$ cat src/rtl/thf_pkg.sv
package thf_pkg;
    typedef enum logic [1:0] {
        ST_IDLE,
        ST_COLLECT,
        ST_REPORT,
        ST_DRAIN
    } thf_state_e;

    typedef enum logic [1:0] {
        CMB_OR   = 2'd0,
        CMB_AND  = 2'd1,
        CMB_NOR  = 2'd2,
        CMB_NAND = 2'd3
    } thf_comb_e;
endpackage

$ cat src/rtl/thf_ham_dec.sv
module thf_ham_dec (
    input  logic [7:0] code,
    output logic [3:0] nib,
    output logic       bad
);
    logic ok_a, ok_b, ok_c, ok_all;
    logic fa, fb, fc;
    logic [3:0] raw;

    always_comb begin
        ok_a   = ^{code[0], code[1], code[5], code[7]};
        ok_b   = ^{code[1], code[2], code[3], code[7]};
        ok_c   = ^{code[1], code[3], code[4], code[5]};
        ok_all = ^code;
        fa     = ~ok_a;
        fb     = ~ok_b;
        fc     = ~ok_c;
        raw    = {code[7], code[5], code[3], code[1]};
        if (ok_all) begin
            // overall parity intact: any failing group means two flips
            nib = raw;
            bad = fa | fb | fc;
        end else begin
            // one flipped bit: the failing groups point at it
            nib = raw ^ {fa & fb & ~fc, fa & ~fb & fc, ~fa & fb & fc, fa & fb & fc};
            bad = 1'b0;
        end
    end
endmodule

$ cat src/rtl/thf_byte_match.sv
module thf_byte_match #(
    parameter int HDR_MAX = 5,
    parameter int IDX_W   = 3
) (
    input  logic [HDR_MAX*8-1:0] cfg,
    input  logic [IDX_W-1:0]     idx,
    input  logic [3:0]           nib,
    input  logic                 bad,
    output logic                 hit
);
    logic [7:0] sel;

    always_comb begin
        sel = 8'h00;
        for (int b = 0; b < HDR_MAX; b++) begin
            if (idx == IDX_W'(b)) sel = cfg[b*8 +: 8];
        end
        hit = !bad && (((nib ^ sel[3:0]) & sel[7:4]) == 4'h0);
    end
endmodule

$ cat src/rtl/thf_seq.sv
module thf_seq
    import thf_pkg::*;
#(
    parameter int HDR_MAX   = 5,
    parameter int HDR_SHORT = 2,
    parameter int NUM_FILT  = 2,
    parameter int IDX_W     = 3
) (
    input  logic                clk,
    input  logic                rst_n,
    input  logic                line_start,
    input  logic                byte_valid,
    input  logic                hdr_long,
    input  logic [NUM_FILT-1:0] byte_hit,
    output logic [IDX_W-1:0]    cmp_idx,
    output logic                report,
    output logic [NUM_FILT-1:0] run_match
);
    localparam logic [IDX_W-1:0] LAST_LONG  = IDX_W'(HDR_MAX - 1);
    localparam logic [IDX_W-1:0] LAST_SHORT = IDX_W'(HDR_SHORT - 1);

    thf_state_e state_q, state_d;
    logic [IDX_W-1:0] idx_q, last_q;
    logic start_byte, last_byte;

    assign start_byte = line_start & byte_valid;
    assign last_byte  = (state_q == ST_COLLECT) && byte_valid && !start_byte
                        && (idx_q == last_q);
    assign cmp_idx    = start_byte ? '0 : idx_q;
    assign report     = (state_q == ST_REPORT);

    always_comb begin
        state_d = state_q;
        unique case (state_q)
            ST_IDLE:    if (start_byte) state_d = ST_COLLECT;
            ST_COLLECT: begin
                if (start_byte)     state_d = ST_COLLECT;
                else if (last_byte) state_d = ST_REPORT;
            end
            ST_REPORT:  state_d = start_byte ? ST_COLLECT : ST_DRAIN;
            ST_DRAIN:   if (start_byte) state_d = ST_COLLECT;
        endcase
    end

    always_ff @(posedge clk) begin
        if (!rst_n) begin
            state_q   <= ST_IDLE;
            idx_q     <= '0;
            last_q    <= LAST_SHORT;
            run_match <= '0;
        end else begin
            state_q <= state_d;
            if (start_byte) begin
                idx_q     <= IDX_W'(1);
                last_q    <= hdr_long ? LAST_LONG : LAST_SHORT;
                run_match <= byte_hit;
            end else if (state_q == ST_COLLECT && byte_valid) begin
                idx_q     <= idx_q + IDX_W'(1);
                run_match <= run_match & byte_hit;
            end
        end
    end
endmodule

$ cat src/rtl/thf_combine.sv
module thf_combine
    import thf_pkg::*;
#(
    parameter int NUM_FILT = 2
) (
    input  logic                report,
    input  logic [NUM_FILT-1:0] run_match,
    input  logic [NUM_FILT-1:0] filt_en,
    input  logic [1:0]          comb_sel,
    output logic                dec_valid,
    output logic                accept,
    output logic [NUM_FILT-1:0] match_flags
);
    logic any_hit, all_hit;

    always_comb begin
        any_hit     = |(run_match & filt_en);
        all_hit     = &(run_match | ~filt_en);
        dec_valid   = report;
        accept      = 1'b0;
        match_flags = '0;
        if (report) begin
            match_flags = run_match & filt_en;
            if (filt_en == '0) begin
                accept = 1'b1;
            end else begin
                unique case (thf_comb_e'(comb_sel))
                    CMB_OR:   accept = any_hit;
                    CMB_AND:  accept = all_hit;
                    CMB_NOR:  accept = ~any_hit;
                    CMB_NAND: accept = ~all_hit;
                endcase
            end
        end
    end
endmodule

$ cat src/rtl/tt_hdr_filter.sv
module tt_hdr_filter #(
    parameter int HDR_MAX   = 5,
    parameter int HDR_SHORT = 2,
    parameter int NUM_FILT  = 2
) (
    input  logic                          clk,
    input  logic                          rst_n,
    input  logic                          line_start,
    input  logic                          byte_valid,
    input  logic [7:0]                    byte_data,
    input  logic [NUM_FILT*HDR_MAX*8-1:0] filt_cfg,
    input  logic [NUM_FILT-1:0]           filt_en,
    input  logic                          hdr_long,
    input  logic [1:0]                    comb_sel,
    output logic                          dec_valid,
    output logic                          accept,
    output logic [NUM_FILT-1:0]           match_flags
);
    localparam int IDX_W = $clog2(HDR_MAX + 1);

    logic [3:0]          nib;
    logic                bad;
    logic [IDX_W-1:0]    cmp_idx;
    logic [NUM_FILT-1:0] byte_hit;
    logic [NUM_FILT-1:0] run_match;
    logic                report;

    thf_ham_dec u_dec (
        .code (byte_data),
        .nib  (nib),
        .bad  (bad)
    );

    for (genvar f = 0; f < NUM_FILT; f++) begin : g_filt
        thf_byte_match #(.HDR_MAX(HDR_MAX), .IDX_W(IDX_W)) u_match (
            .cfg (filt_cfg[f*HDR_MAX*8 +: HDR_MAX*8]),
            .idx (cmp_idx),
            .nib (nib),
            .bad (bad),
            .hit (byte_hit[f])
        );
    end

    thf_seq #(
        .HDR_MAX(HDR_MAX), .HDR_SHORT(HDR_SHORT),
        .NUM_FILT(NUM_FILT), .IDX_W(IDX_W)
    ) u_seq (
        .clk        (clk),
        .rst_n      (rst_n),
        .line_start (line_start),
        .byte_valid (byte_valid),
        .hdr_long   (hdr_long),
        .byte_hit   (byte_hit),
        .cmp_idx    (cmp_idx),
        .report     (report),
        .run_match  (run_match)
    );

    thf_combine #(.NUM_FILT(NUM_FILT)) u_comb (
        .report      (report),
        .run_match   (run_match),
        .filt_en     (filt_en),
        .comb_sel    (comb_sel),
        .dec_valid   (dec_valid),
        .accept      (accept),
        .match_flags (match_flags)
    );
endmodule

$ cat config.mk
export PLATFORM = sky130hd
export DESIGN_NAME = tt_hdr_filter
export DESIGN_NICKNAME = d
export VERILOG_FILES = /design/src/rtl/thf_pkg.sv /design/src/rtl/thf_ham_dec.sv /design/src/rtl/thf_byte_match.sv /design/src/rtl/thf_seq.sv /design/src/rtl/thf_combine.sv /design/src/rtl/tt_hdr_filter.sv
export SDC_FILE = /design/constraint.sdc
export NUM_CORES = 1
export LEC_CHECK = 0
export BUFFER_PORTS_ARGS = -buffer_cell sky130_fd_sc_hd__buf_2
export CORE_UTILIZATION = 25
export DETAILED_ROUTE_END_ITERATION = 7
export GPL_TIMING_DRIVEN = 0
export PLACE_DENSITY_LB_ADDON = 0.1
export SYNTH_ARGS = -nofsm -noshare
export SYNTH_HDL_FRONTEND = slang
export SYNTH_SLANG_ARGS = --single-unit
$ cat constraint.sdc
create_clock -name clk -period 2.2 [get_ports clk]
set_input_delay 0.33 -clock clk [delete_from_list [all_inputs] [get_ports clk]]
set_output_delay 0.33 -clock clk [all_outputs]
set_load 0.02 [all_outputs]
Yosys cells after proc, flatten, opt, wreduce, memory -nomap -nowiden. Cells that the tools add are included.

Input bits: 97. Bits in registers: 10. Output and inout bits: 4. Word-level logic and storage cells: 94.

Eq/ne operators: 13. Multiplexer cells: 27. $add $sub $neg: 1. Reductions and logical operators: 23. Bitwise operators: 25.

Operators with widths (count): two-way mux 8 bit (10); two-way mux 2 bit (7); parity 4 bit (3); bitwise XOR 4 bit (3); AND 1 bit (8); AND 4 bit (2); == test 2 bit, second input constant (4); logical NOT 4 bit (2); parity 8 bit (1); == test 3 x 2 -> 1 bit, second input constant (2); logical NOT 2 bit (3); two-way mux 3 bit (2); inverter 1 bit (6); one-hot mux 2 bit (3 select lines) (1); OR reduction 2 bit (3); logical AND 1 bit (5); two-way mux 1 bit (5); AND 2 bit (2); == test 2 x 1 -> 1 bit, second input constant (2); two-way mux 4 bit (1); one-hot mux 1 bit (4 select lines) (1); AND reduction 2 bit (2); adder 3 x 1 -> 3 bit, second input constant (1); == test 3 x 1 -> 1 bit, second input constant (1); 10 further kinds (12).

Logic depth before layout (Yosys ltp). Gate-level depths: netlist (run 1).

Depth in word-level cells: 15. Gate-level depth with buffers: 9.

Cells and area by module. From an unflattened synthesis (run 1), not the netlist that was laid out.

Cell total of the unflattened synthesis: 214. Area, all modules: 1825.5 µm².

By module, submodules not included: thf_byte_match (cells an instance 53, area an instance 483.0 µm², instances 2, seq. area each 0.0 µm²); thf_seq (cells an instance 56, area an instance 488.0 µm², instances 1, seq. area each 180.2 µm²); thf_ham_dec (cells an instance 39, area an instance 279.0 µm², instances 1, seq. area each 0.0 µm²); thf_combine (cells an instance 13, area an instance 92.6 µm², instances 1, seq. area each 0.0 µm²).

Worst setup path after synthesis (run 1). Ideal clock, no wire load.

Kind: reg2reg. Start: register u_seq.idx_q[2]. End: register u_seq.run_match[0]. Arrival time: 1.868 ns. Path slack: 0.203 ns. Buffers on the path: 1. Required time: 2.070 ns. Cell stages (with the launch flop): 9. Cells stage by stage: dfxtp_1 > clkbuf_1 > or3b_2 > o21ai_0 > a32oi_1 > a2111oi_0 > mux2i_1 > o211ai_1 > o41ai_2.

Word-level cells in the longest chain between the ends: 14. Elaborated cells between the ends (all ways): 18. Classes of those cells: 4 x eq/ne; 8 x mux; 3 x bitwise; 3 x reduce/logical.

RTL lines: from (decl) (line thf_seq.sv:23) `logic [IDX_W-1:0] idx_q, last_q;`; from (signal assigned) (line thf_seq.sv:58) `idx_q <= idx_q + IDX_W'(1);`; two-way mux 3 bit (*) (line thf_seq.sv:29) `assign cmp_idx = start_byte ? '0 : idx_q;`; logical NOT 3 bit (line thf_byte_match.sv:16) `if (idx == IDX_W'(b)) sel = cfg[b*8 +: 8];`; two-way mux 8 bit (4 in series) (line thf_byte_match.sv:16); two-way mux 8 bit (*) (line thf_byte_match.sv:16); bitwise XOR 4 bit (line thf_byte_match.sv:18) `hit = !bad && (((nib ^ sel[3:0]) & sel[7:4]) == 4'h0);`; AND 4 bit (*) (line thf_byte_match.sv:18); logical NOT 4 bit (*) (line thf_byte_match.sv:18); logical AND 1 bit (*) (line thf_byte_match.sv:18); AND 2 bit (line thf_seq.sv:59) `run_match <= run_match & byte_hit;`; two-way mux 2 bit (line thf_seq.sv:57) `end else if (state_q == ST_COLLECT && byte_valid) begin`; two-way mux 2 bit (*) (line thf_seq.sv:53) `if (start_byte) begin`; to (signal assigned) (line thf_seq.sv:56) `run_match <= byte_hit;`; to (signal assigned) (line thf_seq.sv:59); to (decl) (line thf_seq.sv:17) `output logic [NUM_FILT-1:0] run_match`.

Every way passes the cells marked *; elsewhere a longest branch is shown, timed or not. The select of a mux whose other input is x is not followed. A chain may end at the register's enable or synchronous reset.

Worst setup path in the final report (run 1).
Start: register u_seq.idx_q[0]. End: register u_seq.run_match[0].

Same word-level chain as after synthesis.

==> flow_summary.yaml, run 1 <==
run_status:
  outcome: "finished, final reports clean"
clocking:
  tritoncts.num_buffers: 3
  ctsLongestPathBuffers: 2
  tritoncts: "done"
  clock-root-buffer: "sky130_fd_sc_hd__clkbuf_8"
  cts.sink_count: 9
  clk-insertion-delay-late_ps: 250
  cts_hold_buffers: 0
  cts_max_level: 1
  cts.reportedPaths.clkPinSlew_ps: 60
worst_setup_path:
  crit_path_cell_trace: "buf_4, nor2b_2, nand3_1, a221o_1, a21oi_2, xor2_1, o32ai_2, o41ai_2"
  timing.critical_path.required_ps: 2350
  slowest_stage: "sky130_fd_sc_hd__dfxtp_2"
  max_stage_delay_ps: 380
  timing.critical_path.buf_inv: 1
  timing_worst_setup_path_type: "reg2reg"
  worstPathMaxFanout: 10
  critical_path.top_delay_family: "compound AO/OA/AOI/OAI gates"
  crit_path_end_kind: "register"
  cp_arrival_ps: 2260
  startpoint_type: "register"
synth:
  yosys.area.top_type_share_pct: 10.1
  synth_enable_flop_cells: 0
  synth_most_common_cell: "sky130_fd_sc_hd__nor2_1"
  ys_types: 53
  syn-cell-area_mm2: 0.00179
  yosysSeqAreaShare_pct: 10.1
  syn-instance-count: 271
  post_synth_most_frequent_cells: "sky130_fd_sc_hd__nor2_1 (37), sky130_fd_sc_hd__a21oi_1 (27), sky130_fd_sc_hd__o21ai_0 (23), sky130_fd_sc_hd__nand2_1 (19), sky130_fd_sc_hd__xnor2_1 (16)"
  netlist_top_cells_area: "sky130_fd_sc_hd__dfxtp_1 (10%), sky130_fd_sc_hd__xnor2_1 (7.8%), sky130_fd_sc_hd__nor2_1 (7.8%), sky130_fd_sc_hd__a21oi_1 (7.6%), sky130_fd_sc_hd__o21ai_0 (6.4%)"
  synth_nets: 372
  yosys.area.top_type: "sky130_fd_sc_hd__dfxtp_1"
  yosys_most_used_dff: "sky130_fd_sc_hd__dfxtp_1"
  synthesis.area_per_instance_um2: 6.59
  synth.yosys.warnings: 0
  asyncSetResetFlopFracSynth_pct: 0
  postSynthRegisterBits: 9
routing:
  firstDrtPassIters: 4
  postRouteWirelength_mm: 7.46
  drc_violations_left: 0
  routed_wire_length_per_instance_um: 15.7
  first_iter_violations: 132
  viasPerCell: 5.18
  detailroute.via_count: 2459
  postRouteAntennaNets: 0
cells_and_area:
  fin_nets: 481
  layout-drive-gt1-share_pct: 38.0
  num-fill-cells: 777
  stdcell_area_mm2: 0.00263
  area_delta_synth_final_pct: 47.3
  n_antenna_cell: 0
timing:
  timing_max_transition_violations_final: 0
  setup_viol_count_final: 0
  finalCritPeriodShare_pct: 96.0
  worst_slew_margin_rel_pct: 57.5
  rsz0062_at_grt: "yes"
  finalHoldViolations: 0
  worst-slew-pin-transition_ps: 631
  maxClockFrequency_mhz: 473
  layout_min_cycle_time_ps: 2110
  worst_clock_skew_ps: 5.67
global_route:
  grt_max_degree: 11
  grt_pass1_wl_mm: 11.0
  grt_antenna_before_repair: 0
  grt.overflow.total: 0
  gr-usage-all-layers_pct: 19.1
  grt_pass1_vias: 2223
place:
  globalplace.congestion: 0.859
  placement.cell_area_mm2: 0.00240
  port_buffers: 99
  place.detailed.hpwl_mm: 5.82
pwr:
  ir_drop_worst_case_vdd_uv: 160
  power_per_cell_area_mw_per_mm2: 403
  design_power_total_mw: 1.06
  leakage_nw: 1.13
floorplanning:
  initial_core_util_pct: 26.1
  rows: 30
  fp.coreArea_mm2: 0.00683
  die_w_um: 86.5
  overall_die_area_mm2: 0.00748
  io_pins: 101
  chipHeight_um: 86.5
hold_path:
  worstHoldPathType: "in2reg"
job:
  max_cap_violations: 0
-- flip-flops by register name, summed over array words and instances, names as in the netlist --
register	cells
u_seq.idx_q	3
u_seq.last_q	2
u_seq.run_match	2
u_seq.state_q	2
-- cell families after synthesis --
family	count (synthesis)	synth area share, %
AO/OA/AOI/OAI	104	39.1
AND/OR/NAND/NOR	103	27.8
buffers and inverters	21	4.69
flip-flops	9	10.1
XOR/XNOR	25	12.7
adder cells (fa/ha/maj)	4	2.80
multiplexers	5	2.80
-- worst paths after layout --
kind | cells past startpoint | slack (ps) | to | start
setup reg to reg | 8 | 90 | u_seq.run_match[0] | u_seq.idx_q[0]
setup / recovery | 8 | 90 | u_seq.run_match[0] | u_seq.idx_q[0]
hold / removal | 2 | 320 | u_seq.last_q[0] | hdr_long
hold reg to reg | 2 | 480 | u_seq.last_q[2] | u_seq.last_q[2]
-- stage by stage --
step	worst slack [ps]	cells	utilization (%)	TNS, ps	hold WS [ps]
after global placement	-402	466	35.1	-749	467
after global routing	-45.8	475	38.5	-45.8	325
after floorplan	203	271	-	0	456
after CTS	8.94	475	37.3	0	316
final	86.9	475	38.5	0	315
after detailed placement	-352	466	35.1	-681	473
-- cells in the final DEF, fill, tap and decap left out, types with 3 or more instances in the layout --
master,Yosys,routed
sky130_fd_sc_hd__buf_2,3,99
sky130_fd_sc_hd__o21ai_0,23,22
sky130_fd_sc_hd__and3_1,4,4
sky130_fd_sc_hd__xor2_1,8,8
sky130_fd_sc_hd__nor2_1,37,36
sky130_fd_sc_hd__o211ai_1,4,4
sky130_fd_sc_hd__a21oi_1,27,25
sky130_fd_sc_hd__ha_1,4,4
sky130_fd_sc_hd__nand2_1,19,19
sky130_fd_sc_hd__a211oi_1,3,3
sky130_fd_sc_hd__nor3_1,10,9
sky130_fd_sc_hd__xnor2_1,16,13
sky130_fd_sc_hd__clkbuf_2,1,7
sky130_fd_sc_hd__xnor2_2,1,4
sky130_fd_sc_hd__mux2i_1,5,5
sky130_fd_sc_hd__o22ai_1,4,4
sky130_fd_sc_hd__a22oi_1,11,11
sky130_fd_sc_hd__clkbuf_4,0,5
sky130_fd_sc_hd__buf_4,0,6
sky130_fd_sc_hd__a221oi_2,0,3
sky130_fd_sc_hd__dfxtp_1,9,8
sky130_fd_sc_hd__nand3_1,13,13
sky130_fd_sc_hd__o2bb2ai_1,3,3
sky130_fd_sc_hd__nor2b_1,6,5
sky130_fd_sc_hd__clkbuf_8,0,3
sky130_fd_sc_hd__a21boi_0,3,3
sky130_fd_sc_hd__inv_1,4,4
-- per-layer routing --
| layer | track usage [%] | wire, um |
|---|---|---|
| met5 | 0 | 0 |
| met2 | 33.8 | 3550 |
| met4 | 1.82 | 21 |
| met1 | 25.1 | 3400 |
| met3 | 3.05 | 494 |
-- power breakdown --
group | switching [mW] | total [mW] | internal, mW | leakage (nW)
sequential | 0.0210 | 0.206 | 0.185 | 0.0739
combinational | 0.360 | 0.644 | 0.284 | 1.03
clock | 0.0853 | 0.210 | 0.125 | 0.0255
total | 0.466 | 1.06 | 0.594 | 1.13
-- final cells by class --
class,instances,area (um2),area share (%)
repair buffers,104,533,20.3
clock inverters,1,5.00,0.190
multi-input cells,241,1630,62.0
inverters,4,15.0,0.571
well taps,96,120,4.57
plain buffers,17,103,3.90
clock buffers,3,41.3,1.57
flip-flops and latches,9,181,6.90
-- timing repair --
item,4_1_cts,5_1_grt
resized for setup,20,25
pin swaps,2,1
setup buffers,5,0
hold endpoints to repair,0,0
endpoints found under the setup margin,2,2
cloned,0,0
-- worst reg2reg max path: stages (launching register included) --
cell	delay, ps
sky130_fd_sc_hd__dfxtp_2	380
sky130_fd_sc_hd__buf_4	190
sky130_fd_sc_hd__nor2b_2	220
sky130_fd_sc_hd__nand3_1	90
sky130_fd_sc_hd__a221o_1	340
sky130_fd_sc_hd__a21oi_2	180
sky130_fd_sc_hd__xor2_1	200
sky130_fd_sc_hd__o32ai_2	130
sky130_fd_sc_hd__o41ai_2	290
Note: power is estimated with default switching activity, not from simulation.
==> run 2: changes to the inputs <==
==> constraint.sdc (replaced) <==
create_clock -name clk -period 2 [get_ports clk]
set_input_delay 0.3 -clock clk [delete_from_list [all_inputs] [get_ports clk]]
set_output_delay 0.3 -clock clk [all_outputs]
set_load 0.02 [all_outputs]
==> run 2 against run 1 <==
  * Clock power rose by 6%
  * Non-clock buffer count rose by 10
  * Combinational power rose by 23%
  * Highest routed layer unchanged
==> flow_summary.yaml, run 2 (synthesis results as in run 1) <==
worst_setup_path:
  crit_path_cell_trace: "buf_6, or3b_4, nor2_1, o21ai_0, a21oi_1, xnor2_1, o22ai_1, o31ai_1"
  worstPathMaxFanout: 8
  timing.critical_path.buf_inv: 1
  timing.critical_path.required_ps: 2150
  crit-reg2reg-capture: "u_seq.run_match[1]"
  critical_path.top_delay_family: "compound AO/OA/AOI/OAI gates"
  worst-r2r-cell-count: 8
  regToRegSetupSlack_ps: 30
  crit_path_end_kind: "register"
  max_stage_delay_ps: 440
  slowest_stage: "sky130_fd_sc_hd__or3b_4"
  worst_r2r_startpoint: "u_seq.idx_q[0]"
  startpoint_type: "register"
  cp_arrival_ps: 2120
  timing_worst_setup_path_type: "reg2reg"
timing:
  layout_min_cycle_time_ps: 1970
  maxClockFrequency_mhz: 508
  timing_max_transition_violations_final: 0
  finalHoldWorstSlack_ps: 292
  finalCritPeriodShare_pct: 98.3
  worst_clock_skew_ps: 2.19
  finalHoldViolations: 0
  worst_slew_margin_rel_pct: 58.0
  worst-slew-pin-transition_ps: 623
  setup_viol_count_final: 0
  rsz0062_at_grt: "yes"
clocking:
  cts_hold_buffers: 0
  cts.reportedPaths.clkPinSlew_ps: 50
  cts.sink_count: 9
  ctsLongestPathBuffers: 2
  clock-root-buffer: "sky130_fd_sc_hd__clkbuf_8"
  clk-insertion-delay-late_ps: 240
  cts_max_level: 1
  tritoncts.num_buffers: 3
  tritoncts: "done"
hold_path:
  hold_end: "u_seq.last_q[0]"
  hold-path-cell-count: 2
  worstHoldPathType: "in2reg"
  hold_start: "hdr_long"
routing:
  routed_wire_length_per_instance_um: 15.8
  postRouteAntennaNets: 0
  first_iter_violations: 105
  detailroute.via_count: 2534
  postRouteWirelength_mm: 7.65
  drc_violations_left: 0
  viasPerCell: 5.22
  firstDrtPassIters: 4
global_route:
  gr-usage-all-layers_pct: 19.6
  grt_pass1_wl_mm: 11.4
  grt.overflow.total: 0
  grt_max_degree: 11
  grt_pass1_vias: 2268
  grt_antenna_before_repair: 0
floorplanning:
  die_w_um: 86.5
  fp.coreArea_mm2: 0.00683
  initial_core_util_pct: 26.1
  overall_die_area_mm2: 0.00748
  chipHeight_um: 86.5
  io_pins: 101
  rows: 30
place:
  port_buffers: 99
  globalplace.congestion: 0.859
  place.detailed.hpwl_mm: 5.82
  placement.cell_area_mm2: 0.00240
  placed_cells: 466
pwr:
  leakage_nw: 1.23
  ir_drop_worst_case_vdd_uv: 175
  design_power_total_mw: 1.24
  power_per_cell_area_mw_per_mm2: 428
job:
  max_cap_violations: 0
cells_and_area:
  finalCoreUtilization_pct: 42.3
  n_antenna_cell: 0
  fin_nets: 491
  most-common-layout-cells: "sky130_fd_sc_hd__buf_2 (99), sky130_fd_sc_hd__nor2_1 (35), sky130_fd_sc_hd__a21oi_1 (24)"
  final_cells: 485
  largest_register: "u_seq.idx_q"
  layout-drive-gt1-share_pct: 44.5
  largest_register_ff_count: 3
  stdcell_area_mm2: 0.00289
  area_delta_synth_final_pct: 62.0
  layout_commonest_cell: "sky130_fd_sc_hd__buf_2"
run_status:
  outcome: "finished, final reports clean"
==> run 2: area by class of cell <==
class,instances,area (um2)
Clock buffer,3,41.3
Clock inverter,1,5.00
Fill cell,747,3940
Inverter,4,15.0
Timing Repair Buffer,114,614
Multi-Input combinational cell,241,1760
Buffer,17,145
Sequential cell,9,189
Tap cell,96,120
==> run 2: metal layers <==
layer / global-route usage (%) / up-vias / wire (um)
li1: - / 1251 / -
met1: 25.9 / 1173 / 3390
met2: 35.1 / 108 / 3740
met3: 2.76 / 2 / 509
met4: 1.52 / 0 / 15
met5: 0 / - / 0
==> run 2: timing repair <==
| item | CTS | global route |
|---|---|---|
| endpoints found under the setup margin | 4 | 4 |
| buffers inserted | 8 | 7 |
| pin swaps | 13 | 18 |
| gates resized for setup | 56 | 36 |
| cloned | 0 | 0 |
==> run 2: metrics by stage <==
step / setup WS, ps / setup TNS [ps]
after detailed placement: -552 / -1240
after global placement: -602 / -1310
final: 33.1 / 0
after CTS: -0.851 / -0.851
after floorplan: 2.64 / 0
after global routing: -54.6 / -103
==> run 2: worst max path at each step <==
stage | endpoint | cells after the start | start | slack (ps)
after detailed placement | u_seq.run_match[1] | 8 | u_seq.idx_q[1] | -550
final | u_seq.run_match[1] | 8 | u_seq.idx_q[0] | 30
after CTS | u_seq.run_match[0] | 8 | u_seq.idx_q[0] | -0.9
after floorplan | u_seq.run_match[0] | 8 | u_seq.idx_q[2] | 3
after global routing | u_seq.run_match[0] | 8 | byte_data[5] | -50
after global placement | u_seq.run_match[1] | 8 | u_seq.idx_q[1] | -600
==> run 2: where the power goes <==
| group | internal, mW | leakage [nW] | switching, mW |
|---|---|---|---|
| clock network | 0.137 | 0.0255 | 0.0857 |
| logic | 0.364 | 1.13 | 0.426 |
| registers | 0.202 | 0.0755 | 0.0236 |
